### config.mk
export PLATFORM = sky130hd
export DESIGN_NAME = canBusRelay
export DESIGN_NICKNAME = d
export VERILOG_FILES = /design/src/rtl/canRelayPkg.sv /design/src/rtl/canRelayLane.sv /design/src/rtl/canRelayControl.sv /design/src/rtl/canRelayDatapath.sv /design/src/rtl/canBusRelay.sv
export SDC_FILE = /design/constraint.sdc
export NUM_CORES = 1
export LEC_CHECK = 0
export ABC_CLOCK_PERIOD_IN_PS = 2190
export BUFFER_PORTS_ARGS = -buffer_cell sky130_fd_sc_hd__buf_4
export CORE_MARGIN = 2
export CORE_UTILIZATION = 58
export CTS_CLUSTER_DIAMETER = 120
export CTS_CLUSTER_SIZE = 16
export DETAILED_ROUTE_END_ITERATION = 8
export GPL_ROUTABILITY_DRIVEN = 0
export GPL_TIMING_DRIVEN = 0
export PLACE_DENSITY = 0.92
export SLEW_MARGIN = 10
export SYNTH_ARGS = -nofsm -noshare
export SYNTH_HDL_FRONTEND = slang
export SYNTH_SLANG_ARGS = --single-unit
### constraint.sdc
create_clock -name clk -period 2.19 [get_ports clk]
set_input_delay 0.1095 -clock clk [delete_from_list [all_inputs] [get_ports clk]]
set_output_delay 0.1095 -clock clk [all_outputs]
set_load 0.02 [all_outputs]
### src/rtl/canRelayPkg.sv
package canRelayPkg;
  localparam int NBUS = 2;

  // Per-bus strobes from the control to the datapath.
  typedef struct packed {
    logic [NBUS-1:0] drive;     // drive request (active high internally)
    logic [NBUS-1:0] suppress;  // mask own echo
    logic [NBUS-1:0] srcHeld;   // bus was a genuine source last cycle
  } laneStrobe_t;
endpackage

### src/rtl/canRelayLane.sv
module canRelayLane #(
  parameter int HOLD_CYC = 4,
  parameter int LOCK_CYC = 2
) (
  input  logic clk,
  input  logic rstN,
  input  logic enN,
  input  logic wantDom,
  input  logic rxDom,
  input  logic effDom,
  output logic drive,
  output logic suppress,
  output logic srcHeld
);
  localparam int HW = (HOLD_CYC < 1) ? 1 : $clog2(HOLD_CYC + 1);
  localparam int LW = (LOCK_CYC < 1) ? 1 : $clog2(LOCK_CYC + 1);

  logic          drvQ, drvNext, srcQ;
  logic [HW-1:0] holdCnt;
  logic [LW-1:0] lockCnt;
  logic          lockBusy, releaseSeen;

  assign lockBusy    = (lockCnt != '0);
  // A fresh request is blocked while locked; an ongoing one continues.
  assign drvNext     = wantDom & ~enN & (drvQ | ~lockBusy);
  assign releaseSeen = srcQ & ~rxDom & ~enN;

  always_ff @(posedge clk or negedge rstN) begin
    if (!rstN) begin
      drvQ    <= 1'b0;
      srcQ    <= 1'b0;
      holdCnt <= '0;
      lockCnt <= '0;
    end else begin
      drvQ <= drvNext;
      srcQ <= effDom;
      if (drvQ && !drvNext)   holdCnt <= HW'(HOLD_CYC);
      else if (holdCnt != '0) holdCnt <= holdCnt - HW'(1);
      if (releaseSeen)        lockCnt <= LW'(LOCK_CYC);
      else if (lockBusy)      lockCnt <= lockCnt - LW'(1);
    end
  end

  assign drive    = drvQ;
  assign suppress = drvQ | (holdCnt != '0);
  assign srcHeld  = srcQ;
endmodule

### src/rtl/canRelayControl.sv
module canRelayControl
  import canRelayPkg::*;
#(
  parameter int HOLD_CYC = 4,
  parameter int LOCK_CYC = 2
) (
  input  logic            clk,
  input  logic            rstN,
  input  logic            ctrlTx,
  input  logic            expTx,
  input  logic [NBUS-1:0] enN,
  input  logic [NBUS-1:0] rxDom,
  input  logic [NBUS-1:0] effDom,
  output laneStrobe_t     strobe
);
  logic localDom;
  assign localDom = ~ctrlTx | ~expTx;

  for (genvar b = 0; b < NBUS; b++) begin : gLane
    localparam logic [NBUS-1:0] SELF = NBUS'(1) << b;
    logic wantDom;
    // Any dominant source except this bus itself asks for drive.
    assign wantDom = localDom | (|(effDom & ~SELF));

    canRelayLane #(.HOLD_CYC(HOLD_CYC), .LOCK_CYC(LOCK_CYC)) i_lane (
      .clk     (clk),
      .rstN    (rstN),
      .enN     (enN[b]),
      .wantDom (wantDom),
      .rxDom   (rxDom[b]),
      .effDom  (effDom[b]),
      .drive   (strobe.drive[b]),
      .suppress(strobe.suppress[b]),
      .srcHeld (strobe.srcHeld[b])
    );
  end
endmodule

### src/rtl/canRelayDatapath.sv
module canRelayDatapath
  import canRelayPkg::*;
#(
  parameter int SYNC_STAGES = 2
) (
  input  logic            clk,
  input  logic            rstN,
  input  logic            ctrlTx,
  input  logic            expTx,
  input  logic [NBUS-1:0] enN,
  input  logic [NBUS-1:0] rxRaw,
  input  laneStrobe_t     strobe,
  output logic [NBUS-1:0] rxDom,
  output logic [NBUS-1:0] effDom,
  output logic [NBUS-1:0] drvN,
  output logic            ctrlRx,
  output logic            expRx
);
  for (genvar b = 0; b < NBUS; b++) begin : gBus
    logic [SYNC_STAGES-1:0] stage;
    always_ff @(posedge clk or negedge rstN) begin
      if (!rstN) stage <= '1;
      else       stage <= {stage[SYNC_STAGES-2:0], rxRaw[b]};
    end
    // Disabled bus reads recessive; echo masked unless bus is a held source.
    assign rxDom[b]  = ~stage[SYNC_STAGES-1] & ~enN[b];
    assign effDom[b] = rxDom[b] & (strobe.srcHeld[b] | ~strobe.suppress[b]);
    assign drvN[b]   = ~(strobe.drive[b] & ~enN[b]);
  end

  assign ctrlRx = ctrlTx & expTx & ~(|effDom);
  assign expRx  = ctrlTx & ~(|effDom);
endmodule

### src/rtl/canBusRelay.sv
module canBusRelay
  import canRelayPkg::*;
#(
  parameter int SYNC_STAGES = 2,
  parameter int HOLD_CYC    = 4,
  parameter int LOCK_CYC    = 2
) (
  input  logic clk,
  input  logic rstN,
  input  logic ctrlTx,
  input  logic expTx,
  input  logic bus1EnN,
  input  logic bus2EnN,
  input  logic bus1Rx,
  input  logic bus2Rx,
  output logic bus1DrvN,
  output logic bus2DrvN,
  output logic ctrlRx,
  output logic expRx
);
  laneStrobe_t     strobe;
  logic [NBUS-1:0] rxDom, effDom, drvN;
  logic [NBUS-1:0] enN, rxRaw;

  assign enN   = {bus2EnN, bus1EnN};
  assign rxRaw = {bus2Rx, bus1Rx};

  canRelayDatapath #(.SYNC_STAGES(SYNC_STAGES)) i_dp (
    .clk   (clk),
    .rstN  (rstN),
    .ctrlTx(ctrlTx),
    .expTx (expTx),
    .enN   (enN),
    .rxRaw (rxRaw),
    .strobe(strobe),
    .rxDom (rxDom),
    .effDom(effDom),
    .drvN  (drvN),
    .ctrlRx(ctrlRx),
    .expRx (expRx)
  );

  canRelayControl #(.HOLD_CYC(HOLD_CYC), .LOCK_CYC(LOCK_CYC)) i_ctl (
    .clk   (clk),
    .rstN  (rstN),
    .ctrlTx(ctrlTx),
    .expTx (expTx),
    .enN   (enN),
    .rxDom (rxDom),
    .effDom(effDom),
    .strobe(strobe)
  );

  assign bus1DrvN = drvN[0];
  assign bus2DrvN = drvN[1];
endmodule

---- Yosys cells after proc, flatten, opt, wreduce, memory -nomap -nowiden ----
Index checks and enable logic that the tools add are counted.
storage, ports and cells
  bits in registers ....................... 18
  bits in latches ......................... 0
  bits in writable memories ............... 0
  memory bits (read-only) ................. 0
  bits of input ports ..................... 8
  output and inout bits ................... 4
  word-level logic and storage cells ...... 76
  memories kept ........................... 0
cells by class
  $add $sub $neg .......................... 4
  multipliers ............................. 0
  div/mod/pow operators ................... 0
  $lt $le $gt $ge ......................... 0
  equal/unequal tests ..................... 0
  shift-type cells ........................ 0
  muxes and demuxes ....................... 8
  bitwise gates (word level) .............. 41
  reduce and logical (&&, ||, !) cells .... 13
operators with widths
  operator                                          count
  AND 1 bit                                         17
  NOT 1 bit                                         15
  two-way mux 3 bit                                 4
  nonzero test 2 bit                                6
  bitwise OR 1 bit                                  9
  two-way mux 2 bit                                 4
  nonzero test 3 bit                                2
  subtractor 3 x 1 -> 3 bit, second input constant  2
  subtractor 2 x 1 -> 2 bit, second input constant  2
  logical AND 1 bit                                 2
  zero test 1 bit                                   2
  OR reduction 2 bit                                1

---- Depth between registers and ports, before layout ----
Gate-level depths: netlist of run 1.
  depth after elaboration ................. 11
  gate-level depth with buffers ........... 5
  gate-level depth less buffers ........... 5

---- Hierarchy ----
Synthesis of run 1 repeated with hierarchy kept, for this count alone.
unflattened totals
  cell total of the unflattened synthesis .. 82
  area, all modules ....................... 918.4 um^2
modules (own cells, without submodules)
  module            times used  cells an instance  area an instance (um^2)  sequential area each (um^2)
  canRelayLane      2           32                 356.6                    175.2
  canRelayDatapath  1           16                 190.2                    105.1
  canRelayControl   1           2                  15.0                     0.0

---- Worst setup path before layout of run 1 ----
Ideal clock, no wire load.
  path type ............................... reg-to-output
  start point ............................. reg i_ctl.gLane[0].i_lane.holdCnt[0]
  end point ............................... out expRx
  arrival ................................. 1.490 ns
  data required time ...................... 2.081 ns
  setup slack ............................. 0.590 ns
  cell stages (with the launch flop) ...... 6
  path buffers ............................ 0
  path through ............................ dfrtp_1 -> inv_1 -> ha_1 -> nor3b_2 -> o21a_1 -> nor3b_1
between the ends
  cells in the longest elaborated chain, start to end .. 8
ends and longest elaborated chain
  item                                    line                    source
  start, declared                         canRelayLane.sv:19      logic [HW-1:0] holdCnt;
  start signal, assigned                  canRelayLane.sv:37      if (drvQ && !drvNext) holdCnt <= HW'(HOLD_CYC);
  start signal, assigned                  canRelayLane.sv:38      else if (holdCnt != '0) holdCnt <= holdCnt - HW'(1);
  nonzero test 3 bit                      canRelayLane.sv:45      assign suppress = drvQ | (holdCnt != '0);
  bitwise OR 1 bit                        canRelayLane.sv:45
  NOT 1 bit                               canRelayDatapath.sv:27  assign effDom[b] = rxDom[b] & (strobe.srcHeld[b] | ~strobe.suppress[b]);
  bitwise OR 1 bit                        canRelayDatapath.sv:27
  AND 1 bit                               canRelayDatapath.sv:27
  named net i_ctl.gLane[0].i_lane.effDom  canRelayLane.sv:10      input logic effDom,
  OR reduction 2 bit                      canRelayDatapath.sv:32  assign expRx = ctrlTx & ~(|effDom);
  NOT 1 bit                               canRelayDatapath.sv:32
  AND 1 bit                               canRelayDatapath.sv:32
  end, declared                           canBusRelay.sv:19       output logic expRx
The timed path passes the listed nets, and every way through them passes these cells.

---- Worst setup path in the final report of run 1 ----
Same ends and word-level chain as after synthesis.

==> results of run 1 <==
-- logic make-up after synthesis --
| kind of cell | count (synthesis) |
|---|---|
| fa+ha+maj | 6 |
| flops | 18 |
| buf+inv | 10 |
| simple gates | 23 |
| xor+xnor | 4 |
| compound gates | 17 |
| mux | 1 |
-- layer usage --
layer	share of wire [%]	vias to the layer above	wire length [um]
met2	56	30	1090
met4	2.2	0	43
met5	0	-	0
li1	-	310	-
met1	36	328	696
met3	6.0	8	117
-- report_power, final --
group          switching, mW  total (mW)  leakage (nW)  internal, mW
logic                  0.331       0.627         0.261         0.297
clock network         0.0971       0.161        0.0138        0.0641
registers             0.0982       0.557         0.214         0.459
-- cells in the mapped netlist, types with 2 or more instances --
cell type | number | area share, %
dfrtp_1 | 14 | 40
nor2_1 | 11 | 4.7
inv_1 | 10 | 4.3
ha_1 | 6 | 8.6
dfstp_2 | 4 | 12
nand2_1 | 4 | 1.7
a21oi_1 | 3 | 1.7
a221o_1 | 2 | 2.3
a221oi_1 | 2 | 2.0
a31oi_1 | 2 | 1.4
nand2b_1 | 2 | 1.4
nor2b_1 | 2 | 1.4
nor3b_2 | 2 | 2.9
o211ai_1 | 2 | 1.7
o21a_1 | 2 | 1.7
o311ai_2 | 2 | 3.7
xnor2_1 | 2 | 2.0
xor2_1 | 2 | 2.0
-- final timing paths --
check,startpoint,slack [ps],cells after the start,endpoint
max,i_ctl.gLane[0].i_lane.holdCnt[0],350,6,expRx
min,bus2EnN,80,2,i_ctl.gLane[1].i_lane.lockCnt[1]
max reg2reg,i_ctl.gLane[1].i_lane.holdCnt[0],570,5,i_ctl.gLane[0].i_lane.holdCnt[2]
min reg2reg,i_dp.gBus[1].stage[0],360,0,i_dp.gBus[1].stage[1]
max in group asynchronous,rstN,1720,2,i_dp.gBus[0].stage[1]
min in group asynchronous,rstN,210,2,i_ctl.gLane[0].i_lane.holdCnt[2]
-- state kept, by name, indices dropped and copies added, names as in the netlist --
signal / cells
i_ctl.gLane.i_lane.drive: 2
i_ctl.gLane.i_lane.srcHeld: 2
i_ctl.gLane.i_lane.holdCnt: 6
i_dp.gBus.stage: 4
i_ctl.gLane.i_lane.lockCnt: 4
-- cell type report --
type	instances	share of cell area, %
clock buffer	3	2.19
inverter	10	3.65
timing repair buffer	14	10.9
multi-input combinational	51	37.0
sequential	18	44.3
tap	16	1.95
-- stage by stage --
step	instances	setup WS, ps	area (um^2)
after floorplan	79	590	873
after global placement	106	665	976
after detailed placement	106	589	976
after CTS	112	317	1030
after global routing	112	264	1030
final	112	354	1030
==> results_dict.tcl, run 1 <==
set metrics [dict create \
    status "complete, no violations" \
    start_util_pct 60.1 \
    fin_util_pct 70.7 \
    num_vias 676 \
    core-area_um2 1450 \
    finalSetupViolCount 0 \
    crit_type "register to output port" \
    wl_per_cell_um 17.4 \
    path_cells "inv_1, ha_1, nor3b_2, o21a_1, nor3b_1, buf_4" \
    grt_max_degree 19 \
    hp-class "input port to register" \
    final_common_cell "dfrtp_1" \
    maxCapViolations 0 \
    ys_types 23 \
    rsz0062_at_grt "false" \
    ys_ff_latch 18 \
    hpwl_um 1380 \
    hold_ws_ps 81.3 \
    first_iter_violations 10 \
    grt_pass1_wl_um 3210 \
    num_rows 14 \
    grtUsageMet1_pct 26.1 \
    multi_input_area_um2 380 \
    cts-hold-fix-buffers 3 \
    postRouteAntennaNets 0 \
    cts_inserted_buffers 3 \
    dieArea_um2 1830 \
    fin_crit_sh_pct 83.8 \
    end_kind "output port" \
    fmax_mhz 545 \
    h-tree-depth 1 \
    p_leak_nw 0.489 \
    portBuffers 11 \
    area_growth_pct 17.8 \
    post-cts-setup-buffers 0 \
    seqCellArea_um2 455 \
    power_mw 1.35 \
    synthArstFlopShare_pct 100 \
    synth-compound-area-share_pct 16.2 \
    routed_wl_um 1950 \
    slowest_stage "dfrtp_1" \
    syn-cell-area_um2 873 \
    grt_pass1_vias 712 \
    ir_worst_vdd_uv 813 \
    slew-limit-headroom_pct 72.8 \
    die_w_um 42.8 \
    syn_inst 79 \
    gr-usage-met3_pct 9.36 \
    synthFlopType "dfrtp_1" \
    slew_viol_final 0 \
    final_cell_mix "14 x dfrtp_1, 11 x nor2_1, 11 x buf_4" \
    nNetsFinal 112 \
    antenna_cells 0 \
    path_clk_slew_ps 90 \
    syn_nets 93 \
    grt_overflow 0 \
    critPathMaxFanout 3 \
    crit_buf_inv 2 \
    synthXorXnorAreaFrac_pct 4.01 \
    cp.arrival_ps 1730 \
    crit_family "flip-flops" \
    antenna_found_initial 0 \
    finalCriticalPeriod_ps 1840 \
    synth_fa_ha_area_share_pct 8.60 \
    drcViolationCount 0 \
    clock_path_buffers 2 \
    clock_sinks 18 \
    synth_warnings 0 \
    start_kind "register" \
    hold_viol 0 \
    muxShareOfSynthArea_pct 1.15 \
    grtUsageTotal_pct 26.0 \
    yosys.area_share.simple_pct 13.6 \
    ys_seq_area_share_pct 52.1 \
    synth_top_family_by_area "compound AO/OA/AOI/OAI gates" \
    ctsResizeCount 0 \
    tightest_slew_ps 407 \
    cp_data_required_time_ps 2080 \
    slowest_delay_ps 380 \
    syn_area_per_cell_um2 11.1 \
    grt-busiest-layer "met2" \
    drive_above_1_share_pct 24.0 \
    fillers 99 \
    tritoncts "done" \
    synth_edf_count 0 \
    io_pins 12 \
    via_per_inst 6.04 \
    first_pass_iters 4 \
    setup-tns-final_ps 0 \
    finClkSkew_ps 2.40 \
    cts_root_buffer "clkbuf_4" \
    clk_latency_ps 290 \
    die_y_um 42.8 \
    power.density_nw_per_um2 1310 \
    grt_util_met2_pct 47.9 \
]
Power figures use the tool's default switching activity.
==> run 2, diff against run 1 <==
Settings changed: ABC_AREA set to 1, ABC_CLOCK_PERIOD_IN_PS 2190 to 1550, CORE_UTILIZATION 58 to 49, PLACE_DENSITY 0.92 to 0.84.
Clock period 2.19 ns to 1.55 ns, I/O delays scaled along.
==> run 2 against run 1 <==
  * Critical path depth is 2 higher
  * Global-route usage is 8.8 points lower
  * Synthesized area is 1.3% higher
  * Via count up 3.1%
  * Worst hold slack worse by 13 ps
  * First-iteration DRC count is 30% lower
  * Sequential power rose by 35%
==> results_dict.tcl, run 2 <==
set metrics [dict create \
    grt_pass1_vias 619 \
    slew_viol_final 0 \
    ys_types 14 \
    syn_nets 115 \
    rr_startpoint "i_ctl.gLane[0].i_lane.holdCnt[0]" \
    synthFlopType "dfrtp_1" \
    critPathMaxFanout 3 \
    wl_per_cell_um 11.2 \
    slew-limit-headroom_pct 80.4 \
    fin_crit_sh_pct 96.6 \
    grt_overflow 0 \
    crit_start "i_ctl.gLane[1].i_lane.holdCnt[1]" \
    finClkSkew_ps 1.24 \
    hp-class "input port to register" \
    synth_top_area_share_pct 39.6 \
    fmax_mhz 668 \
    layoutNonFillerInstCount 150 \
    core-area_um2 1710 \
    grt-busiest-layer "met2" \
    place_area_um2 998 \
    finalSetupViolCount 0 \
    cp.arrival_ps 1420 \
    antenna_cells 0 \
    first_pass_iters 4 \
    nNetsFinal 140 \
    grt_max_degree 19 \
    gr-usage-met3_pct 3.53 \
    ys_ff_latch 18 \
    final_area_um2 1150 \
    clock_path_buffers 2 \
    area_growth_pct 29.8 \
    start_util_pct 51.8 \
    synth_warnings 0 \
    finalCriticalPeriod_ps 1500 \
    syn-cell-area_um2 885 \
    yosysMostFrequentCell "inv_1" \
    portBuffers 11 \
    final_cell_mix "19 x inv_1, 16 x buf_4, 14 x dfrtp_1" \
    power.density_nw_per_um2 1830 \
    h-tree-depth 1 \
    hpwl_um 1190 \
    num_rows 15 \
    postRouteAntennaNets 0 \
    final_common_cell "inv_1" \
    status "complete, no violations" \
    hold_viol 0 \
    clock_sinks 18 \
    clk_latency_ps 290 \
    synth_area_leader_cell "dfrtp_1" \
    ys_seq_area_share_pct 51.5 \
    grtUsageTotal_pct 17.2 \
    die_w_um 46.5 \
    die_y_um 46.5 \
    grt_pass1_wl_um 2550 \
    grtUsageMet1_pct 20.1 \
    synth_edf_count 0 \
    dpl.cell_count 137 \
    end_kind "output port" \
    hold_ws_ps 68.6 \
    first_iter_violations 7 \
    syn_inst 101 \
    top_regs "i_ctl.gLane.i_lane.holdCnt x6, i_ctl.gLane.i_lane.lockCnt x4, i_dp.gBus.stage x4" \
    largest_reg_flops 6 \
    start_kind "register" \
    synthTopCellsByArea "dfrtp_1 40%, dfstp_2 12%, inv_1 11%" \
    io_pins 12 \
    grt_util_met2_pct 29.4 \
    cts_root_buffer "clkbuf_4" \
    tightest_slew_ps 291 \
    regMostFlops "i_ctl.gLane.i_lane.holdCnt" \
    tritoncts "done" \
    drcViolationCount 0 \
    drive_above_1_share_pct 33.6 \
    cp_data_required_time_ps 1470 \
    syn_area_per_cell_um2 8.76 \
    dieArea_um2 2160 \
    cts_inserted_buffers 3 \
    routed_wl_um 1680 \
    yosys-top-cells-count "25 x inv_1, 14 x dfrtp_1, 14 x nand2_1" \
    num_vias 697 \
    antenna_found_initial 0 \
    synthArstFlopShare_pct 100 \
    maxCapViolations 0 \
    p_leak_nw 0.614 \
    path_clk_slew_ps 100 \
    via_per_inst 4.65 \
    ir_worst_vdd_uv 1270 \
    hp-start "bus1EnN" \
    crit_type "register to output port" \
]
==> run 2: cell count changes after synthesis, moves of 3 or more <==
| cell | before | now |
|---|---|---|
| nand2_2 | 0 | 6 |
| nor3_1 | 1 | 4 |
| nand2_1 | 4 | 14 |
| inv_1 | 10 | 25 |
| a21oi_1 | 3 | 6 |
==> run 2: where the power goes <==
| group | internal [mW] | total [mW] | switching (mW) |
|---|---|---|---|
| combinational | 0.490 | 1.05 | 0.564 |
| clock | 0.143 | 0.291 | 0.147 |
| sequential | 0.649 | 0.753 | 0.104 |
| total | 1.28 | 2.10 | 0.816 |
==> run 2: routing by layer <==
layer	wire length (um)	share of wire (%)	up-vias
met5	0	0	-
met4	29	1.7	0
met3	34	2.0	4
met2	883	53	9
met1	727	43	333
li1	-	-	351
==> run 2: kinds of logic after synthesis <==
| family | after synthesis | share of synthesized area [%] |
|---|---|---|
| fa+ha+maj | 6 | 8.49 |
| flops | 18 | 51.5 |
| xor+xnor | 4 | 3.96 |
| buf+inv | 25 | 10.6 |
| compound gates | 10 | 6.51 |
| simple gates | 38 | 19.0 |
==> run 2: cell type report <==
type,instances,area (um^2)
fill,125,559
clock buffer,4,36.3
sequential,18,455
multi-input combinational,58,370
tap,25,31.3
inverter,25,93.8
timing repair buffer,20,161
==> run 2: final timing paths <==
check / to / slack (ps) / cells past startpoint
worst max-delay path: ctrlRx / 50 / 8
max in group asynchronous: i_dp.gBus[1].stage[1] / 1130 / 2
worst min-delay path: i_ctl.gLane[0].i_lane.lockCnt[0] / 70 / 3
worst max register to register: i_ctl.gLane[1].i_lane.holdCnt[2] / 190 / 10
min in group asynchronous: i_ctl.gLane[0].i_lane.lockCnt[1] / 170 / 2
worst min register to register: i_dp.gBus[0].stage[1] / 370 / 0
==> run 2: timing repair <==
item / in CTS / in global routing
endpoints found under the hold margin: 20 / 0
resized for setup: 6 / 8
hold buffers: 3 / 0
buffers inserted: 2 / 4
setup endpoints to repair: 2 / 2
pin swaps: 2 / 1
==> run 2: critical path, cell delays in order, from the launching register on <==
cell and delay, ps:
dfrtp_1 380, inv_2 80, ha_4 140, nand3_1 80, nand2_1 90, nand2_2 70
nand2_2 90, nor2_1 40, buf_4 150
==> run 2: per-stage QoR <==
step	power [mW]	setup TNS [ps]	utilization (%)	setup slack, ps
floorplan	1.41	0	-	351
global placement	1.54	0	58.5	320
detailed placement	1.63	0	58.5	223
CTS	1.99	0	63.5	2.42
global route	2.28	-17.9	67.3	-14.4
finish	2.10	0	67.3	52.3
==> run 3, diff against run 2 <==
Settings changed: ABC_CLOCK_PERIOD_IN_PS 1550 to 1300.
Clock period 1.55 ns to 1.3 ns, I/O delays scaled along.
==> run 3 against run 2 <==
  * The flow now finishes with violations (setup timing)
  * Clock-buffer cell count is the same
  * Clock power grew 20%
  * Die area is the same
  * Routed wire length grew 20%
  * Utilization grew 4.4 points
  * Cell count grew 2.7%
  * Largest power group unchanged
==> results_dict.tcl, run 3 (synthesis gave the netlist of run 2 again) <==
set metrics [dict create \
    antenna_found_initial 0 \
    finalSetupViolCount 6 \
    start_kind "register" \
    drcViolationCount 0 \
    slew_viol_final 0 \
    start_util_pct 51.8 \
    tritoncts "done" \
    final_cell_mix "19 x inv_1, 19 x buf_4, 13 x dfrtp_1" \
    wl_per_cell_um 13.0 \
    setup-tns-final_ps -650 \
    maxCapViolations 0 \
    largest_reg_flops 6 \
    cts_root_buffer "clkbuf_4" \
    crit_path_frequent_cell "nand2_2" \
    io_pins 12 \
    hold_viol 0 \
    hold_ws_ps 56.2 \
    finalCriticalPeriod_ps 1470 \
    violations "setup timing" \
    postRouteAntennaNets 0 \
    setup_ws_ps -169 \
    fin_crit_sh_pct 113 \
    crit_buf_inv 2 \
    via_per_inst 4.83 \
    first_iter_violations 5 \
    area_growth_pct 38.3 \
    hp-class "input port to register" \
    top_regs "i_ctl.gLane.i_lane.holdCnt x6, i_ctl.gLane.i_lane.lockCnt x4, i_dp.gBus.stage x4" \
    path_cells "inv_2, ha_4, nand3_2, nand2_1, nand2_2, nand2_2, nor2_4, buf_6" \
    grt_pass1_vias 703 \
    regMostFlops "i_ctl.gLane.i_lane.holdCnt" \
    num_vias 744 \
    power.density_nw_per_um2 2220 \
    nNetsFinal 144 \
    num_rows 15 \
    cp_data_required_time_ps 1240 \
    rsz0062_at_grt "true" \
    portBuffers 11 \
    slew-limit-headroom_pct 76.7 \
    slowest_delay_ps 360 \
    die_w_um 46.5 \
    hpwl_um 1190 \
    core-area_um2 1710 \
    grt_max_degree 19 \
    end_kind "output port" \
    final_area_um2 1220 \
    clk_latency_ps 290 \
    p_leak_nw 0.642 \
    ir_worst_vdd_uv 1340 \
    fmax_mhz 681 \
    cp.arrival_ps 1400 \
    critPathMaxFanout 3 \
    first_pass_iters 4 \
    slowest_stage "dfrtp_1" \
    crit_family "simple AND/OR/NAND/NOR gates" \
    cts_inserted_buffers 3 \
    grtUsageTotal_pct 20.3 \
    status "finished with violations" \
    dieArea_um2 2160 \
    path_clk_slew_ps 110 \
    die_y_um 46.5 \
    routed_wl_um 2010 \
    clock_sinks 18 \
    antenna_cells 0 \
    h-tree-depth 1 \
    crit_type "register to output port" \
    grt_overflow 0 \
    place_area_um2 998 \
    dp_slack_ps -26.9 \
    grt_pass1_wl_um 3000 \
    drive_above_1_share_pct 41.9 \
    finClkSkew_ps 4.60 \
    tightest_slew_ps 347 \
    clock_path_buffers 2 \
]
## run 3: cell count changes in the layout (fill, tap and decap cells not counted), sizes merged
cell,change
buf,+4
## run 3: worst paths after layout
kind / slack (ps) / end / start / cells after the start
worst max-delay path: -170 / expRx / i_ctl.gLane[0].i_lane.holdCnt[0] / 8
worst min-delay path: 60 / i_ctl.gLane[1].i_lane.lockCnt[0] / bus2EnN / 3
worst min register to register: 360 / i_dp.gBus[1].stage[1] / i_dp.gBus[1].stage[0] / 0
max in group asynchronous: 860 / i_dp.gBus[0].stage[1] / rstN / 2
min in group asynchronous: 180 / i_ctl.gLane[0].i_lane.holdCnt[0] / rstN / 2
worst max register to register: -120 / i_ctl.gLane[1].i_lane.holdCnt[2] / i_ctl.gLane[0].i_lane.holdCnt[0] / 11
## run 3: timing repair
action / in CTS / in global routing
gates resized for setup: 19 / 8
pin swaps: 10 / 9
hold buffers: 3 / 0
endpoints found under the hold margin: 20 / 0
endpoints found under the setup margin: 8 / 9
buffers inserted: 8 / 3
## run 3: cell type report
type | instances | area (um^2)
fill | 109 | 484
sequential | 18 | 457
multi-input combinational | 58 | 410
timing repair buffer | 24 | 195
inverter | 25 | 93.8
clock buffer | 4 | 36.3
tap | 25 | 31.3
## run 3: layer usage
metal  vias to the layer above  share of wire (%)  global-route usage, %
li1                        357                  -                      -
met1                       366                 42                   24.1
met2                        19                 55                   35.8
met3                         2                2.4                   3.92
met4                         0               0.75                   7.43
met5                         -                  0                      0
## run 3: where the power goes
group | internal (mW) | leakage (nW) | switching [mW] | total, mW
Sequential | 0.775 | 0.214 | 0.135 | 0.911
Combinational | 0.687 | 0.408 | 0.771 | 1.46
Clock | 0.171 | 0.0210 | 0.178 | 0.349
## run 3: stage by stage
step	instances	total power, mW	util [%]
after global placement	137	1.83	58.5
after detailed placement	137	1.94	58.5
after global routing	154	2.93	71.6
after CTS	152	2.60	69.5
after floorplan	101	1.68	-
final	154	2.72	71.6
## run 3: worst reg2reg max path, cell delays in order (launching register included)
cell	delay [ps]
dfrtp_1	400
inv_2	80
ha_4	140
nand3_2	60
nand2_1	70
nand2_2	80
buf_4	150
buf_6	110
nand2_4	50
nand2_4	70
nand2_2	60
nand2_1	50
